### config.mk
export PLATFORM = sky130hd
export DESIGN_NAME = ld_stall_pipe
export DESIGN_NICKNAME = d
export VERILOG_FILES = /design/src/rtl/ld_pkg.sv /design/src/rtl/ld_ctrl_decode.sv /design/src/rtl/ld_hazard_unit.sv /design/src/rtl/ld_bubble_mux.sv /design/src/rtl/ld_stall_pipe.sv
export SDC_FILE = /design/constraint.sdc
export NUM_CORES = 1
export LEC_CHECK = 0
export ABC_CLOCK_PERIOD_IN_PS = 2300
export CAP_MARGIN = 20
export CORE_MARGIN = 5
export CORE_UTILIZATION = 30
export CTS_BUF_LIST = sky130_fd_sc_hd__clkbuf_16
export DETAILED_ROUTE_END_ITERATION = 10
export GPL_TIMING_DRIVEN = 1
export PLACE_DENSITY = 0.64
export SETUP_SLACK_MARGIN = 0.02
export SYNTH_ARGS = -nofsm -noshare
export SYNTH_HDL_FRONTEND = slang
export SYNTH_SLANG_ARGS = --single-unit
### constraint.sdc
create_clock -name clk -period 2.3 [get_ports clk]
set_input_delay 0.345 -clock clk [delete_from_list [all_inputs] [get_ports clk]]
set_output_delay 0.345 -clock clk [all_outputs]
set_load 0.03 [all_outputs]
### src/rtl/ld_pkg.sv
package ld_pkg;
  localparam int INSTR_W = 32;
  localparam int RA_W    = 5;
  localparam int OP_W    = 6;

  localparam int OP_LSB  = 26;
  localparam int RS_LSB  = 21;
  localparam int RT_LSB  = 16;
  localparam int RD_LSB  = 11;

  localparam logic [OP_W-1:0] OPC_ALU    = 6'h00;
  localparam logic [OP_W-1:0] OPC_LOAD   = 6'h23;
  localparam logic [OP_W-1:0] OPC_STORE  = 6'h2b;
  localparam logic [OP_W-1:0] OPC_BRANCH = 6'h04;

  typedef struct packed {
    logic       reg_dst;
    logic [1:0] alu_op;
    logic       alu_src;
    logic       branch;
    logic       mem_rd;
    logic       mem_wr;
    logic       reg_wr;
    logic       mem_to_reg;
  } ctrl_t;

  localparam int CTRL_W = $bits(ctrl_t);
endpackage

### src/rtl/ld_ctrl_decode.sv
module ld_ctrl_decode
  import ld_pkg::*;
(
  input  logic [OP_W-1:0] opcode,
  output ctrl_t           ctrl
);
  always_comb begin
    ctrl = '0;
    unique case (opcode)
      OPC_ALU: begin
        ctrl.reg_dst = 1'b1;
        ctrl.alu_op  = 2'b10;
        ctrl.reg_wr  = 1'b1;
      end
      OPC_LOAD: begin
        ctrl.alu_src    = 1'b1;
        ctrl.mem_rd     = 1'b1;
        ctrl.reg_wr     = 1'b1;
        ctrl.mem_to_reg = 1'b1;
      end
      OPC_STORE: begin
        ctrl.alu_src = 1'b1;
        ctrl.mem_wr  = 1'b1;
      end
      OPC_BRANCH: begin
        ctrl.alu_op = 2'b01;
        ctrl.branch = 1'b1;
      end
      default: ctrl = '0;
    endcase
  end
endmodule

### src/rtl/ld_hazard_unit.sv
module ld_hazard_unit #(
  parameter int RA_W = 5
) (
  input  logic            ex_mem_rd,
  input  logic [RA_W-1:0] ex_rt,
  input  logic [RA_W-1:0] id_rs,
  input  logic [RA_W-1:0] id_rt,
  output logic            stall
);
  logic tgt_live;
  logic hit_rs;
  logic hit_rt;

  always_comb begin
    tgt_live = ex_mem_rd && (ex_rt != '0);
    hit_rs   = (ex_rt == id_rs);
    hit_rt   = (ex_rt == id_rt);
    stall    = tgt_live && (hit_rs || hit_rt);
  end
endmodule

### src/rtl/ld_bubble_mux.sv
module ld_bubble_mux #(
  parameter int W = 9
) (
  input  logic         kill,
  input  logic [W-1:0] ctrl_in,
  output logic [W-1:0] ctrl_out
);
  for (genvar i = 0; i < W; i++) begin : g_bit
    assign ctrl_out[i] = ctrl_in[i] & ~kill;
  end
endmodule

### src/rtl/ld_stall_pipe.sv
module ld_stall_pipe
  import ld_pkg::*;
#(
  parameter int              PC_W     = 32,
  parameter logic [PC_W-1:0] RESET_PC = '0
) (
  input  logic                clk,
  input  logic                rst,
  input  logic [INSTR_W-1:0]  fetch_instr,
  output logic [PC_W-1:0]     pc,
  output logic [INSTR_W-1:0]  ifid_instr,
  output logic [CTRL_W-1:0]   ex_ctrl,
  output logic [RA_W-1:0]     ex_rs,
  output logic [RA_W-1:0]     ex_rt,
  output logic [RA_W-1:0]     ex_rd,
  output logic                stall
);
  localparam logic [PC_W-1:0] PC_STEP = PC_W'(INSTR_W / 8);

  logic [OP_W-1:0] id_op;
  logic [RA_W-1:0] id_rs;
  logic [RA_W-1:0] id_rt;
  logic [RA_W-1:0] id_rd;
  ctrl_t           id_ctrl;
  logic [CTRL_W-1:0] id_ctrl_gated;
  logic            pc_we;
  logic            ifid_we;

  assign id_op = ifid_instr[OP_LSB +: OP_W];
  assign id_rs = ifid_instr[RS_LSB +: RA_W];
  assign id_rt = ifid_instr[RT_LSB +: RA_W];
  assign id_rd = ifid_instr[RD_LSB +: RA_W];

  ld_ctrl_decode u_dec (
    .opcode (id_op),
    .ctrl   (id_ctrl)
  );

  ld_hazard_unit #(.RA_W(RA_W)) u_haz (
    .ex_mem_rd (ex_ctrl[3]),
    .ex_rt     (ex_rt),
    .id_rs     (id_rs),
    .id_rt     (id_rt),
    .stall     (stall)
  );

  ld_bubble_mux #(.W(CTRL_W)) u_bub (
    .kill     (stall),
    .ctrl_in  (id_ctrl),
    .ctrl_out (id_ctrl_gated)
  );

  assign pc_we   = ~stall;
  assign ifid_we = ~stall;

  always_ff @(posedge clk) begin
    if (rst) begin
      pc <= RESET_PC;
    end else if (pc_we) begin
      pc <= pc + PC_STEP;
    end
  end

  always_ff @(posedge clk) begin
    if (rst) begin
      ifid_instr <= '0;
    end else if (ifid_we) begin
      ifid_instr <= fetch_instr;
    end
  end

  always_ff @(posedge clk) begin
    if (rst) begin
      ex_ctrl <= '0;
      ex_rs   <= '0;
      ex_rt   <= '0;
      ex_rd   <= '0;
    end else begin
      ex_ctrl <= id_ctrl_gated;
      ex_rs   <= id_rs;
      ex_rt   <= id_rt;
      ex_rd   <= id_rd;
    end
  end
endmodule

==> results of run 1 <==
## metrics by stage
step	total power [W]	cell area [um^2]	cells	worst slack (ns)	hold WS, ns
4_1_cts	0.00342	5480	723	0.0271	0.472
6_report	0.00338	5500	723	0.145	0.475
3_5_place_dp	0.00208	5180	706	0.187	0.462
5_1_grt	0.00353	5500	723	0.0384	0.491
3_3_place_gp	0.00207	5180	706	0.268	0.451
2_1_floorplan	0.00186	3850	442	0.130	0.506
## per-layer routing
layer / up-vias / global-route usage
met5: - / 0
met4: 0 / 0.0408
met3: 11 / 0.0563
met2: 121 / 0.243
met1: 1710 / 0.193
li1: 1749 / -
## worst register-to-register path: stages (launching register included)
cell and delay [ns]:
sky130_fd_sc_hd__dfxtp_2 0.35, sky130_fd_sc_hd__or4_4 0.57, sky130_fd_sc_hd__o21a_4 0.30, sky130_fd_sc_hd__a2111oi_4 0.37, sky130_fd_sc_hd__mux2_1 0.36
## how the worst min path moves through the flow
stage	slack (ns)	startpoint	to
after floorplan	0.51	fetch_instr[28]	ifid_instr[28]
after global placement	0.45	ifid_instr[6]	ifid_instr[6]
after detailed placement	0.46	ifid_instr[4]	ifid_instr[4]
after CTS	0.47	ifid_instr[4]	ifid_instr[4]
after global routing	0.49	ifid_instr[8]	ifid_instr[8]
final	0.47	ifid_instr[0]	ifid_instr[0]
## power by group
part / switching, W / total [W] / internal (W)
logic: 0.000303 / 0.000506 / 0.000203
clock network: 0.000596 / 0.00132 / 0.000725
registers: 0.0000447 / 0.00155 / 0.00150
total: 0.000944 / 0.00338 / 0.00243
## final cells by class
type	count	area, um^2	share of cell area
Multi-Input combinational cell	315	1990	0.362
Sequential cell	84	1690	0.308
Timing Repair Buffer	135	1330	0.241
Clock buffer	9	225	0.0410
Tap cell	172	215	0.0391
Clock inverter	6	43.8	0.00796
Inverter	2	7.51	0.00137
## layout by cell type (no fill, tap or decap), types with 8 or more instances in the layout
cell / instances
sky130_fd_sc_hd__nor2_1: 38
sky130_fd_sc_hd__dfxtp_1: 76
sky130_fd_sc_hd__nand2_1: 12
sky130_fd_sc_hd__clkbuf_16: 9
sky130_fd_sc_hd__xnor2_1: 10
sky130_fd_sc_hd__mux2_1: 21
sky130_fd_sc_hd__buf_4: 15
sky130_fd_sc_hd__o21ai_0: 33
sky130_fd_sc_hd__clkdlybuf4s50_1: 118
sky130_fd_sc_hd__a21oi_1: 44
sky130_fd_sc_hd__nand4_1: 8
sky130_fd_sc_hd__nand3_1: 47
sky130_fd_sc_hd__nor2b_1: 41
## sequential cells by signal, summed over array words and instances, names as in the netlist
name        flops
ifid_instr     32
ex_rd           5
pc             30
ex_rs           5
ex_ctrl         7
ex_rt           5
## cells by family (layout without fill, tap and decap cells)
logic type,count (synthesis),after routing
simple gates,174,174
compound gates,100,100
flops,84,84
buf+inv,43,152
mux,28,28
xor+xnor,10,10
fa+ha+maj,1,1
other cells,1,2
## repair_timing
| action | 4_1_cts | 5_1_grt |
|---|---|---|
| hold buffers | 0 | 0 |
| buffers inserted | 2 | 0 |
| endpoints found under the setup margin | 1 | 1 |
| pin swaps | 1 | 0 |
| gates resized for setup | 5 | 7 |
==> summary.txt, run 1 <==
Run status
  – Status: complete, no violations

Worst setup path
  – CP Max Fanout: 25
  – FF-to-FF setup slack: 0.23 ns
  – CP Data Required Time: 1.96 ns
  – Top cell family by delay on the critical path: flip-flops
  – Source of the critical timing path: ifid_instr[19]
  – Crit path buffers/inverters: 2
  – Critical Path Slowest Stage Cell: sky130_fd_sc_hd__dfxtp_1
  – Largest incremental delay on the critical path: 0.39 ns
  – Startpoint type of the worst setup path: flop
  – End of the critical path: stall
  – Reg-to-reg startpoint: ex_rt[0]
  – CP Data Arrival Time: 1.81 ns
  – Crit Reg-Reg Endpoint: pc[25]
  – Depth of the worst register-to-register path: 4
  – Worst setup path category: reg -> out
  – Endpoint class of the critical path: output pin
  – Number of cells on the critical path: 6
  – Cell breakdown of the critical path: xnor2_1 > nand3_1 > o22a_1 > buf_6 > nor2_4 > buf_4

Global routing
  – Maximum number of pins on one net before global-route repair: 61
  – Residual overflow from global routing: 0
  – Number of global-route vias before repair: 3475
  – First-pass GRT wire length: 18.3 mm
  – Antenna violations before repair: 0
  – Total Routing Usage GR: 0.152

Synth
  – Flop and latch count out of synthesis: 84
  – Number of instances in the synthesized netlist: 441
  – Number of library cell types mapped by synthesis: 44
  – YS warnings: 0
  – Synthesized area divided by synthesized cell count: 8.72 um^2
  – Xor and xnor fraction of the mapped netlist area: 0.0228
  – Cell type with the highest aggregate area in the netlist: sky130_fd_sc_hd__dfxtp_1
  – Synth Area in Compound Gates: 0.158
  – Most frequent cell after synthesis: sky130_fd_sc_hd__dfxtp_1
  – Total standard cell area after synthesis: 3850 um^2
  – Synthesized-area fraction occupied by and/or/nand/nor cells: 0.242
  – Post-synthesis sequential area ratio: 0.437
  – Post-synth EDFFs: 0
  – Dominant combinational cell family by area after synthesis: simple AND/OR/NAND/NOR gates
  – Share of cell area taken by muxes after synthesis: 0.0820
  – Most common library cells after synthesis: 84 x sky130_fd_sc_hd__dfxtp_1, 48 x sky130_fd_sc_hd__nand3_1, 44 x sky130_fd_sc_hd__a21oi_1
  – Asr flop ratio synth: 0
  – Leading post-synthesis cells by cell area: sky130_fd_sc_hd__dfxtp_1 44%, sky130_fd_sc_hd__nor2b_1 6.7%, sky130_fd_sc_hd__nand3_1 6.2%, sky130_fd_sc_hd__mux2_1 6.1%, sky130_fd_sc_hd__a21oi_1 5.7%
  – Portion of synthesized cell area occupied by the leading cell type: 0.437
  – Predominant post-synthesis flop cell: sky130_fd_sc_hd__dfxtp_1
  – Post-synthesis adder-cell area fraction: 0.00325

Routing
  – Antenna viol nets, final: 0
  – Total wire length after detailed routing: 11.4 mm
  – Vias per cell: 4.97
  – Met3 WL: 934 um
  – Number of detailed-route iterations in the first pass: 4
  – Routed metal-1 wire length: 4.99 mm
  – Vias after detailed routing: 3591
  – Highest metal layer with signal wires: met4
  – Violation count after the first detailed-routing iteration: 351
  – Residual DRC: 0
  – WL met2: 5.40 mm
  – Wire length per cell after detailed routing: 15.8 um

Cells and area
  – Fin util: 0.436
  – Area growth from synthesis to layout: 43.0%
  – Number of filler instances in the final layout: 1286
  – Number of antenna diodes: 0
  – # nets final: 582
  – Fraction of layout instances using a drive strength above 1: 0.111

Timing
  – Fin Setup TNS: 0 ns
  – Skew final: 0.00955 ns
  – Final count of hold timing violations: 0
  – Max Freq: 0.464 GHz
  – Crit path time final: 2.16 ns
  – Final setup vio count: 0
  – Slew headroom: 0.609
  – Transition time at the pin with the least slew margin: 0.586 ns
  – Portion of the clock cycle consumed by the worst path in the final layout: 0.937
  – Max-slew violation count: 0
  – Setup repair after global routing missed its margin: no

Floorplan
  – Std cell rows: 41
  – Width of the die: 123 um
  – Floorplan die height: 123 um
  – Area inside the core boundary: 12600 um^2
  – I/O pins: 123
  – Die outline area: 15200 um^2
  – Initial Utilization: 0.305

Clock network
  – Clock transition at the register clock pins on the worst setup and hold paths after CTS: 0.06 ns
  – Number of clock sinks: 84
  – Clock root buffer: sky130_fd_sc_hd__clkbuf_16
  – H-tree lvl count: 3
  – CTS tree: built
  – Clock Latency Late Sink: 0.34 ns
  – Total clock buffers created by CTS: 9
  – Max Buffers Root-to-Sink: 2

Pwr
  – P_leak: 1.97 nW
  – Maximum VDD drop: 305 uV
  – Power per standard cell area: 614 nW/um^2

Placement
  – Detailed placement HPWL: 7.99 mm
  – GPL Wtd Cong: 0.812
  – Buffers on Ports: 120

Flow run
  – # Max-Cap Violations: 0

Min path
  – Hold Crit Depth: 2
  – Type of the worst min-delay path: reg -> reg
Note: power is estimated with default switching activity, not from simulation.
==> run 2, diff against run 1 <==
--- a/config.mk
+++ b/config.mk
@@ -5,14 +5,14 @@
 export SDC_FILE = /design/constraint.sdc
 export NUM_CORES = 1
 export LEC_CHECK = 0
-export ABC_CLOCK_PERIOD_IN_PS = 2300
-export CAP_MARGIN = 20
+export ABC_CLOCK_PERIOD_IN_PS = 1700
+export CAP_MARGIN = 30
 export CORE_MARGIN = 5
 export CORE_UTILIZATION = 30
 export CTS_BUF_LIST = sky130_fd_sc_hd__clkbuf_16
 export DETAILED_ROUTE_END_ITERATION = 10
 export GPL_TIMING_DRIVEN = 1
-export PLACE_DENSITY = 0.64
+export PLACE_DENSITY = 0.66
 export SETUP_SLACK_MARGIN = 0.02
 export SYNTH_ARGS = -nofsm -noshare
 export SYNTH_HDL_FRONTEND = slang
==> constraint.sdc (replaced) <==
create_clock -name clk -period 1.7 [get_ports clk]
set_input_delay 0.255 -clock clk [delete_from_list [all_inputs] [get_ports clk]]
set_output_delay 0.255 -clock clk [all_outputs]
set_load 0.03 [all_outputs]
==> summary.txt, run 2 (synthesis results as in run 1) <==
Run status
  – Status: complete, but fails checks (was complete, no violations)
  – Violated checks: setup timing

Timing
  – Setup repair after global routing missed its margin: yes (was no)
  – Portion of the clock cycle consumed by the worst path in the final layout: 1.21
  – Worst Slack Setup Final: -0.349 ns (was 0.145 ns)
  – Final setup vio count: 70 (was 0)
  – Max-slew violation count: 0 (unchanged)
  – Crit path time final: 2.05 ns
  – Skew final: 0.00609 ns (was 0.00955 ns)
  – Final count of hold timing violations: 0 (unchanged)
  – Max Freq: 0.488 GHz

Worst setup path
  – Reg-to-reg startpoint: ex_rt[0] (unchanged)
  – Startpoint type of the worst setup path: flop (unchanged)
  – End of the critical path: stall (unchanged)
  – CP Data Required Time: 1.44 ns (was 1.96 ns)
  – Worst setup path category: reg -> out (unchanged)
  – Depth of the worst register-to-register path: 5 (was 4)
  – CP Data Arrival Time: 1.79 ns (was 1.81 ns)
  – Endpoint class of the critical path: output pin (unchanged)
  – FF-to-FF setup slack: -0.32 ns (was 0.23 ns)
  – Crit Reg-Reg Endpoint: pc[25] (unchanged)
  – Source of the critical timing path: ex_rt[0] (was ifid_instr[19])
  – CP Max Fanout: 2 (was 25)

Clock network
  – Max Buffers Root-to-Sink: 2 (unchanged)
  – Hold buffer count at CTS: 0 (unchanged)
  – Clock root buffer: sky130_fd_sc_hd__clkbuf_16 (unchanged)
  – CTS tree: built (unchanged)
  – Clock Latency Late Sink: 0.35 ns (was 0.34 ns)
  – Clock transition at the register clock pins on the worst setup and hold paths after CTS: 0.07 ns (was 0.06 ns)
  – Total clock buffers created by CTS: 9 (unchanged)
  – Number of clock sinks: 84 (unchanged)
  – H-tree lvl count: 3 (unchanged)

Cells and area
  – Most common library cell in the layout ignoring fill and taps: sky130_fd_sc_hd__buf_4 (was sky130_fd_sc_hd__clkdlybuf4s50_1)
  – Number of filler instances in the final layout: 1139 (was 1286)
  – Fin util: 0.553 (was 0.436)
  – Largest registers: ifid_instr: 32 flops, pc: 30 flops, ex_ctrl: 7 flops (unchanged)
  – # nets final: 657 (was 582)
  – Register with the most flip-flops: ifid_instr (unchanged)
  – Number of antenna diodes: 0 (unchanged)
  – Area used by multi-input combinational logic: 2670 um^2 (was 1990 um^2)
  – Fraction of layout instances using a drive strength above 1: 0.416 (was 0.111)
  – Area growth from synthesis to layout: 81.3% (was 43.0%)
  – Number of flip-flops under the largest register name: 32 (unchanged)
  – Commonest cells after routing, fill and taps aside: 64 x sky130_fd_sc_hd__buf_4, 61 x sky130_fd_sc_hd__clkdlybuf4s50_1, 54 x sky130_fd_sc_hd__dfxtp_1 (was 118 x sky130_fd_sc_hd__clkdlybuf4s50_1, 76 x sky130_fd_sc_hd__dfxtp_1, 47 x sky130_fd_sc_hd__nand3_1)
  – Reg area: 1750 um^2 (was 1690 um^2)

Routing
  – Residual DRC: 0 (unchanged)
  – Violation count after the first detailed-routing iteration: 244 (was 351)
  – Total wire length after detailed routing: 14.2 mm (was 11.4 mm)
  – Antenna viol nets, final: 0 (unchanged)
  – Number of detailed-route iterations in the first pass: 4 (unchanged)
  – Wire length per cell after detailed routing: 17.8 um (was 15.8 um)
  – Vias per cell: 5.05 (was 4.97)
  – Vias after detailed routing: 4036 (was 3591)

Floorplan
  – Initial Utilization: 0.305 (unchanged)
  – Floorplan die height: 123 um (unchanged)
  – Std cell rows: 41 (unchanged)
  – I/O pins: 123 (unchanged)
  – Area inside the core boundary: 12600 um^2 (unchanged)
  – Die outline area: 15200 um^2 (unchanged)
  – Width of the die: 123 um (unchanged)

Placement
  – Detailed placement HPWL: 8.77 mm (was 7.99 mm)
  – Buffers on Ports: 120 (unchanged)
  – Pre-CTS worst setup slack: -0.265 ns (was 0.187 ns)
  – GPL Wtd Cong: 0.906 (was 0.812)

Global routing
  – Total Routing Usage GR: 0.171 (was 0.152)
  – Number of global-route vias before repair: 3972 (was 3475)
  – Antenna violations before repair: 0 (unchanged)
  – First-pass GRT wire length: 20.1 mm (was 18.3 mm)
  – Residual overflow from global routing: 0 (unchanged)
  – Maximum number of pins on one net before global-route repair: 106 (was 61)

Flow run
  – # Max-Cap Violations: 0 (unchanged)

Min path
  – Type of the worst min-delay path: in -> reg (was reg -> reg)

Pwr
  – Power per standard cell area: 701 nW/um^2 (was 614 nW/um^2)
  – Maximum VDD drop: 489 uV (was 305 uV)
  – P_leak: 2.88 nW (was 1.97 nW)
[run 2: changes by cell type in the layout (fill, tap and decap cells not counted), moves of 13 or more]
cell                              change
sky130_fd_sc_hd__a21oi_1             -28
sky130_fd_sc_hd__a21oi_2             +23
sky130_fd_sc_hd__buf_4               +49
sky130_fd_sc_hd__clkdlybuf4s50_1     -57
sky130_fd_sc_hd__dfxtp_1             -22
sky130_fd_sc_hd__dlygate4sd2_1       +47
sky130_fd_sc_hd__mux2_4              +18
sky130_fd_sc_hd__nand3_1             -18
sky130_fd_sc_hd__nand3_2             +13
sky130_fd_sc_hd__o21ai_0             -29
sky130_fd_sc_hd__o21ai_2             +22
[run 2: worst max-delay path, cell delays in order, from the launching register on]
cell                      delay [ns]
sky130_fd_sc_hd__dfxtp_4        0.34
sky130_fd_sc_hd__or4_4          0.54
sky130_fd_sc_hd__buf_6          0.14
sky130_fd_sc_hd__o21ai_4        0.13
sky130_fd_sc_hd__buf_6          0.13
sky130_fd_sc_hd__nor2_4         0.03
sky130_fd_sc_hd__buf_6          0.13
[run 2: through the flow]
stage | TNS (ns) | cells | total power [W] | instance area, um^2 | hold slack, ns
4_1_cts | -16.17 | 787 | 0.00479 | 6200 | 0.286
6_report | -16.25 | 799 | 0.00489 | 6970 | 0.352
2_1_floorplan | -5.95 | 442 | 0.00252 | 3970 | 0.406
3_5_place_dp | -12.61 | 761 | 0.00287 | 5700 | 0.459
5_1_grt | -19.74 | 799 | 0.00508 | 6970 | 0.380
3_3_place_gp | -9.78 | 761 | 0.00286 | 5700 | 0.449
[run 2: layer usage]
metal | vias to the layer above | GRT usage | wire length, um
met5 | - | 0 | 0
met4 | 0 | 0.0782 | 324
met3 | 22 | 0.0453 | 854
met2 | 119 | 0.293 | 7330
met1 | 1976 | 0.199 | 5740
li1 | 1919 | - | -
[run 2: cell type report]
cell class	instances	share of cell area
clock inverter	7	0.00718
sequential	84	0.251
multi-input combinational	317	0.382
tap	172	0.0309
clock buffer	9	0.0323
timing repair buffer	208	0.295
inverter	2	0.00108
[run 2: what timing repair did]
action,4_1_cts,5_1_grt
setup endpoints to repair,117,76
gates cloned,2,6
pin swaps,17,38
resized for setup,91,153
hold endpoints to repair,0,0
buffers inserted,8,7
[run 2: worst min path at each step]
stage                     cells after the start             from             end  slack, ns
after floorplan                               2  fetch_instr[16]  ifid_instr[16]       0.41
after global placement                        2   ifid_instr[10]  ifid_instr[10]       0.45
after detailed placement                      2    ifid_instr[0]   ifid_instr[0]       0.46
after CTS                                     4              rst      ex_ctrl[7]       0.29
after global routing                          4              rst      ex_ctrl[7]       0.38
final                                         4              rst      ex_ctrl[7]       0.35
[run 2: where the power goes]
| part | internal, W | switching, W | leakage, nW |
|---|---|---|---|
| sequential | 0.00202 | 0.0000476 | 0.705 |
| clock | 0.000996 | 0.000870 | 0.131 |
| combinational | 0.000376 | 0.000579 | 2.05 |
